===== src/rtl/irq_agg_pkg.sv =====
package irq_agg_pkg;
  localparam int unsigned NSRC_DEF = 16;
  localparam int unsigned ADDR_W   = 3;

  typedef enum logic [ADDR_W-1:0] {
    A_ID      = 3'd0,
    A_EN_SET  = 3'd1,
    A_EN_CLR  = 3'd2,
    A_MSK_SET = 3'd3,
    A_MSK_CLR = 3'd4,
    A_STAT    = 3'd5
  } reg_addr_e;
endpackage


===== src/rtl/irq_setclr_reg.sv =====
module irq_setclr_reg #(
  parameter int unsigned W = 16
) (
  input  logic         clk_i,
  input  logic         rst_ni,
  input  logic [W-1:0] set_i,
  input  logic [W-1:0] clr_i,
  output logic [W-1:0] q_o
);
  always_ff @(posedge clk_i or negedge rst_ni) begin
    if (!rst_ni) q_o <= '0;
    else         q_o <= (q_o | set_i) & ~clr_i;
  end
endmodule


===== src/rtl/irq_pend_reg.sv =====
module irq_pend_reg #(
  parameter int unsigned W = 16
) (
  input  logic         clk_i,
  input  logic         rst_ni,
  input  logic [W-1:0] req_i,
  input  logic [W-1:0] en_i,
  input  logic [W-1:0] ack_i,
  output logic [W-1:0] q_o
);
  for (genvar i = 0; i < W; i++) begin : g_bit
    // capture after ack so a same-cycle request wins
    always_ff @(posedge clk_i or negedge rst_ni) begin
      if (!rst_ni) q_o[i] <= 1'b0;
      else         q_o[i] <= (q_o[i] & ~ack_i[i]) | (req_i[i] & en_i[i]);
    end
  end
endmodule


===== src/rtl/irq_out_gen.sv =====
module irq_out_gen #(
  parameter int unsigned W = 16
) (
  input  logic         clk_i,
  input  logic         rst_ni,
  input  logic [W-1:0] pend_i,
  input  logic [W-1:0] msk_i,
  output logic         irq_no
);
  // registered so the board line never glitches
  always_ff @(posedge clk_i or negedge rst_ni) begin
    if (!rst_ni) irq_no <= 1'b1;
    else         irq_no <= ~|(pend_i & msk_i);
  end
endmodule


===== src/rtl/irq_agg_top.sv =====
module irq_agg_top
  import irq_agg_pkg::*;
#(
  parameter int unsigned N_SRC  = NSRC_DEF,
  parameter logic [3:0]  HW_REV = 4'h4
) (
  input  logic              clk_i,
  input  logic              rst_ni,
  input  logic [N_SRC-1:0]  req_i,
  input  logic              we_i,
  input  logic [ADDR_W-1:0] addr_i,
  input  logic [N_SRC-1:0]  wdata_i,
  output logic [N_SRC-1:0]  rdata_o,
  output logic              irq_no
);
  logic [N_SRC-1:0] en_q, msk_q, pend_q;
  logic [N_SRC-1:0] en_set, en_clr, msk_set, msk_clr, ack;
  logic [N_SRC-1:0] id_val;

  always_comb begin
    en_set  = (we_i && addr_i == A_EN_SET)  ? wdata_i : '0;
    en_clr  = (we_i && addr_i == A_EN_CLR)  ? wdata_i : '0;
    msk_set = (we_i && addr_i == A_MSK_SET) ? wdata_i : '0;
    msk_clr = (we_i && addr_i == A_MSK_CLR) ? wdata_i : '0;
    ack     = (we_i && addr_i == A_STAT)    ? wdata_i : '0;
  end

  irq_setclr_reg #(.W(N_SRC)) u_en (
    .clk_i(clk_i), .rst_ni(rst_ni), .set_i(en_set), .clr_i(en_clr), .q_o(en_q)
  );

  irq_setclr_reg #(.W(N_SRC)) u_msk (
    .clk_i(clk_i), .rst_ni(rst_ni), .set_i(msk_set), .clr_i(msk_clr), .q_o(msk_q)
  );

  irq_pend_reg #(.W(N_SRC)) u_pend (
    .clk_i(clk_i), .rst_ni(rst_ni), .req_i(req_i), .en_i(en_q), .ack_i(ack), .q_o(pend_q)
  );

  irq_out_gen #(.W(N_SRC)) u_out (
    .clk_i(clk_i), .rst_ni(rst_ni), .pend_i(pend_q), .msk_i(msk_q), .irq_no(irq_no)
  );

  always_comb begin
    id_val      = '0;
    id_val[7:4] = HW_REV;
  end

  always_comb begin
    case (addr_i)
      A_ID:                 rdata_o = id_val;
      A_EN_SET, A_EN_CLR:   rdata_o = en_q;
      A_MSK_SET, A_MSK_CLR: rdata_o = msk_q;
      A_STAT:               rdata_o = pend_q;
      default:              rdata_o = '0;
    endcase
  end
endmodule


===== config.mk =====
export PLATFORM = sky130hd
export DESIGN_NAME = irq_agg_top
export DESIGN_NICKNAME = d
export VERILOG_FILES = /design/src/rtl/irq_agg_pkg.sv /design/src/rtl/irq_setclr_reg.sv /design/src/rtl/irq_pend_reg.sv /design/src/rtl/irq_out_gen.sv /design/src/rtl/irq_agg_top.sv
export SDC_FILE = /design/constraint.sdc
export NUM_CORES = 1
export LEC_CHECK = 0
export ABC_AREA = 1
export BUFFER_PORTS_ARGS = -buffer_cell sky130_fd_sc_hd__buf_2
export CAP_MARGIN = 20
export CORE_AREA = 2 2 74 76
export DETAILED_ROUTE_END_ITERATION = 6
export DIE_AREA = 0 0 76 78
export HOLD_SLACK_MARGIN = 0.12
export PLACE_DENSITY = 0.78
export SLEW_MARGIN = 25
export SYNTH_ARGS = -nofsm -noshare
export SYNTH_HDL_FRONTEND = slang
export SYNTH_SLANG_ARGS = --single-unit
export TNS_END_PERCENT = 10

===== constraint.sdc =====
create_clock -name clk_i -period 1.71 [get_ports clk_i]
set_input_delay 0.342 -clock clk_i [delete_from_list [all_inputs] [get_ports clk_i]]
set_output_delay 0.342 -clock clk_i [all_outputs]
set_load 0.02 [all_outputs]

==> impl_metrics.tcl <==
set metrics [dict create \
    num_vias 2722 \
    fp.dieW_um 76 \
    cts_tree "built" \
    first_global_vias 2590 \
    fin_area_um2 3330 \
    post-cts-setup-buffer-count 0 \
    setup_tns_ps 0 \
    rsz0062_at_grt "no" \
    io_pins 55 \
    gp_congestion 0.846 \
    slew_headroom_pct 66.5 \
    yosys-top-cells-count "nand2_1 (126), inv_1 (51), dfrtp_1 (48)" \
    dieArea_um2 5930 \
    synthesis.area_um2 2750 \
    cts_buffer_depth 2 \
    nets 493 \
    initial_utilization_pct 54.5 \
    report.final.slew_viol_count 0 \
    ctsResizeCount 0 \
    yosys.cell_types.count 17 \
    yosys.cell_count.top_type "nand2_1" \
    required_ps 1370 \
    clkLatencyLatePin_ps 300 \
    cp.arrival_ps 1250 \
    dr.pass1.iters 4 \
    ir_drop_mv 0.627 \
    slowest_stage "buf_2" \
    hold_path.class "in2reg" \
    grt_max_degree 31 \
    final.min_clock_period_ps 1600 \
    ys_ff_latch 49 \
    tightest_slew_ps 502 \
    finalWorstSetupSlack_ps 114 \
    worst_setup_path_end_kind "output port" \
    cts.sinks 49 \
    drive_above_1_share_pct 20.0 \
    path_max_fanout 9 \
    wire_per_inst_um 13.4 \
    ys.warnings.count 0 \
    num_antenna_cells 0 \
    synth_edf_count 0 \
    finalClockSkew_ps 1.38 \
    drt_iter0_markers 137 \
    ys_top_cells_by_area "dfrtp_1 (44%), nand2_1 (17%), nand4_1 (7.5%)" \
    finalSetupViolCount 0 \
    cts_buffers 5 \
    grt.overflow.total 0 \
    synth-async-reset-ratio_pct 100 \
    rows 26 \
    postRouteAntennaNets 0 \
    power.leakage_nw 1.77 \
    yosysTopAreaCellShare_pct 43.7 \
    max_cap_viol_count 0 \
    grt_antenna_before_repair 0 \
    root_buffer "clkbuf_8" \
    synth_area_leader_cell "dfrtp_1" \
    slowest_delay_ps 160 \
    syn_to_final_growth_pct 21.1 \
    crit_type "in2out" \
    grt_use_total_pct 25.1 \
    hpwl_um 5060 \
    synthCells 391 \
    drt-total-wl_um 7060 \
    synth_area_per_cell_um2 7.03 \
    syn-num-nets 429 \
    outcome "finished, final reports clean" \
    path_cells "buf_2 -> inv_2 -> nand3_1 -> nand2_2 -> buf_12 -> nand2_1 -> nand3_1 -> buf_2" \
    drc_errors 0 \
    max_freq_mhz 626 \
    hold_viol 0 \
    period_share_pct 93.3 \
    grt_pass1_wl_um 11800 \
    die_h_um 78 \
    synth_flop_cell "dfrtp_1" \
    start_kind "input port" \
    placed_area_um2 3220 \
    cts_max_level 2 \
    coreArea_um2 5040 \
    via_per_inst 5.17 \
    yosysSeqAreaShare_pct 44.6 \
    powerDensity_nw_per_um2 906 \
    path_clk_slew_ps 90 \
    place_ws_ps 118 \
    io_buffers 54 \
]
## routing by layer
layer / track usage, % / part of all wire (%) / vias up
met1: 33.9 / 44 / 1247
met3: 5.23 / 6.2 / 6
li1: - / - / 1375
met5: 0 / 0 / -
met2: 39.6 / 48 / 94
met4: 10.7 / 1.5 / 0
## power by group
group | switching, mW | internal (mW) | total [mW]
combinational | 0.453 | 0.303 | 0.755
clock | 0.383 | 0.366 | 0.749
sequential | 0.156 | 1.35 | 1.51
total | 0.992 | 2.02 | 3.02
## final cells by class
class                   instances  area (um2)
repair buffers                 76         500
fillers                       424        1710
well taps                      70        87.6
flip-flops and latches         49        1230
inverters                      52         195
clock inverters                 1        5.00
multi-input cells             271        1220
clock buffers                   7        96.3
## registers in the layout (all words and copies together), names as in the netlist
register / count
u_pend.q_o: 16
u_en.q_o: 16
u_out.irq_no: 1
u_msk.q_o: 16
## logic make-up (layout without fill, tap and decap cells)
kind of cell | count (synthesis) | after routing | share of synthesized area [%]
and+or+nand+nor | 239 | 239 | 38.4
AOI/OAI and AO/OA | 32 | 32 | 5.82
DFF | 49 | 49 | 44.6
buffers and inverters | 71 | 136 | 11.1
## through the flow
step                      instances  hold WS, ps  utilization [%]  power [mW]
after floorplan                 391         46.4                -        1.98
after global placement          517          336             63.8        2.26
after detailed placement        517          337             63.8        2.29
after CTS                       526          224             66.0        3.04
after global routing            526          227             66.0        3.21
final                           526          232             66.0        3.02
## layout by cell type, fill, tap and decap left out, types with 2 or more instances in the layout
cell type,n
dfrtp_1,48
nor2_1,39
inv_1,51
nand2_1,126
nand3_1,35
a21oi_1,32
clkbuf_8,7
buf_12,5
buf_2,54
nand4_1,33
nand2_2,2
buf_4,16
## critical path, delay by kind of cell
| family | cells | cell delay [ps] |
|---|---|---|
| buf+inv | 4 | 550 |
| simple gates | 4 | 360 |
## path summary, 6_finish.rpt
check	from	to	cells past startpoint	slack (ps)
worst min register to register	u_en.q_o[0]$_DFF_PN0_	u_pend.q_o[0]$_DFF_PN0_	2	500
min in group asynchronous	rst_ni	u_pend.q_o[1]$_DFF_PN0_	2	530
worst min-delay path	req_i[8]	u_pend.q_o[8]$_DFF_PN0_	3	230
max in group asynchronous	rst_ni	u_en.q_o[7]$_DFF_PN0_	3	650
worst max register to register	u_pend.q_o[1]$_DFF_PN0_	u_out.irq_no$_DFF_PN1_	5	790
worst max-delay path	addr_i[2]	rdata_o[2]	8	110
## repair_timing
item,in CTS,in global routing
hold buffers,1,0
setup endpoints to repair,0,0
endpoints found under the hold margin,18,0
Note: power is estimated with default switching activity, not from simulation.
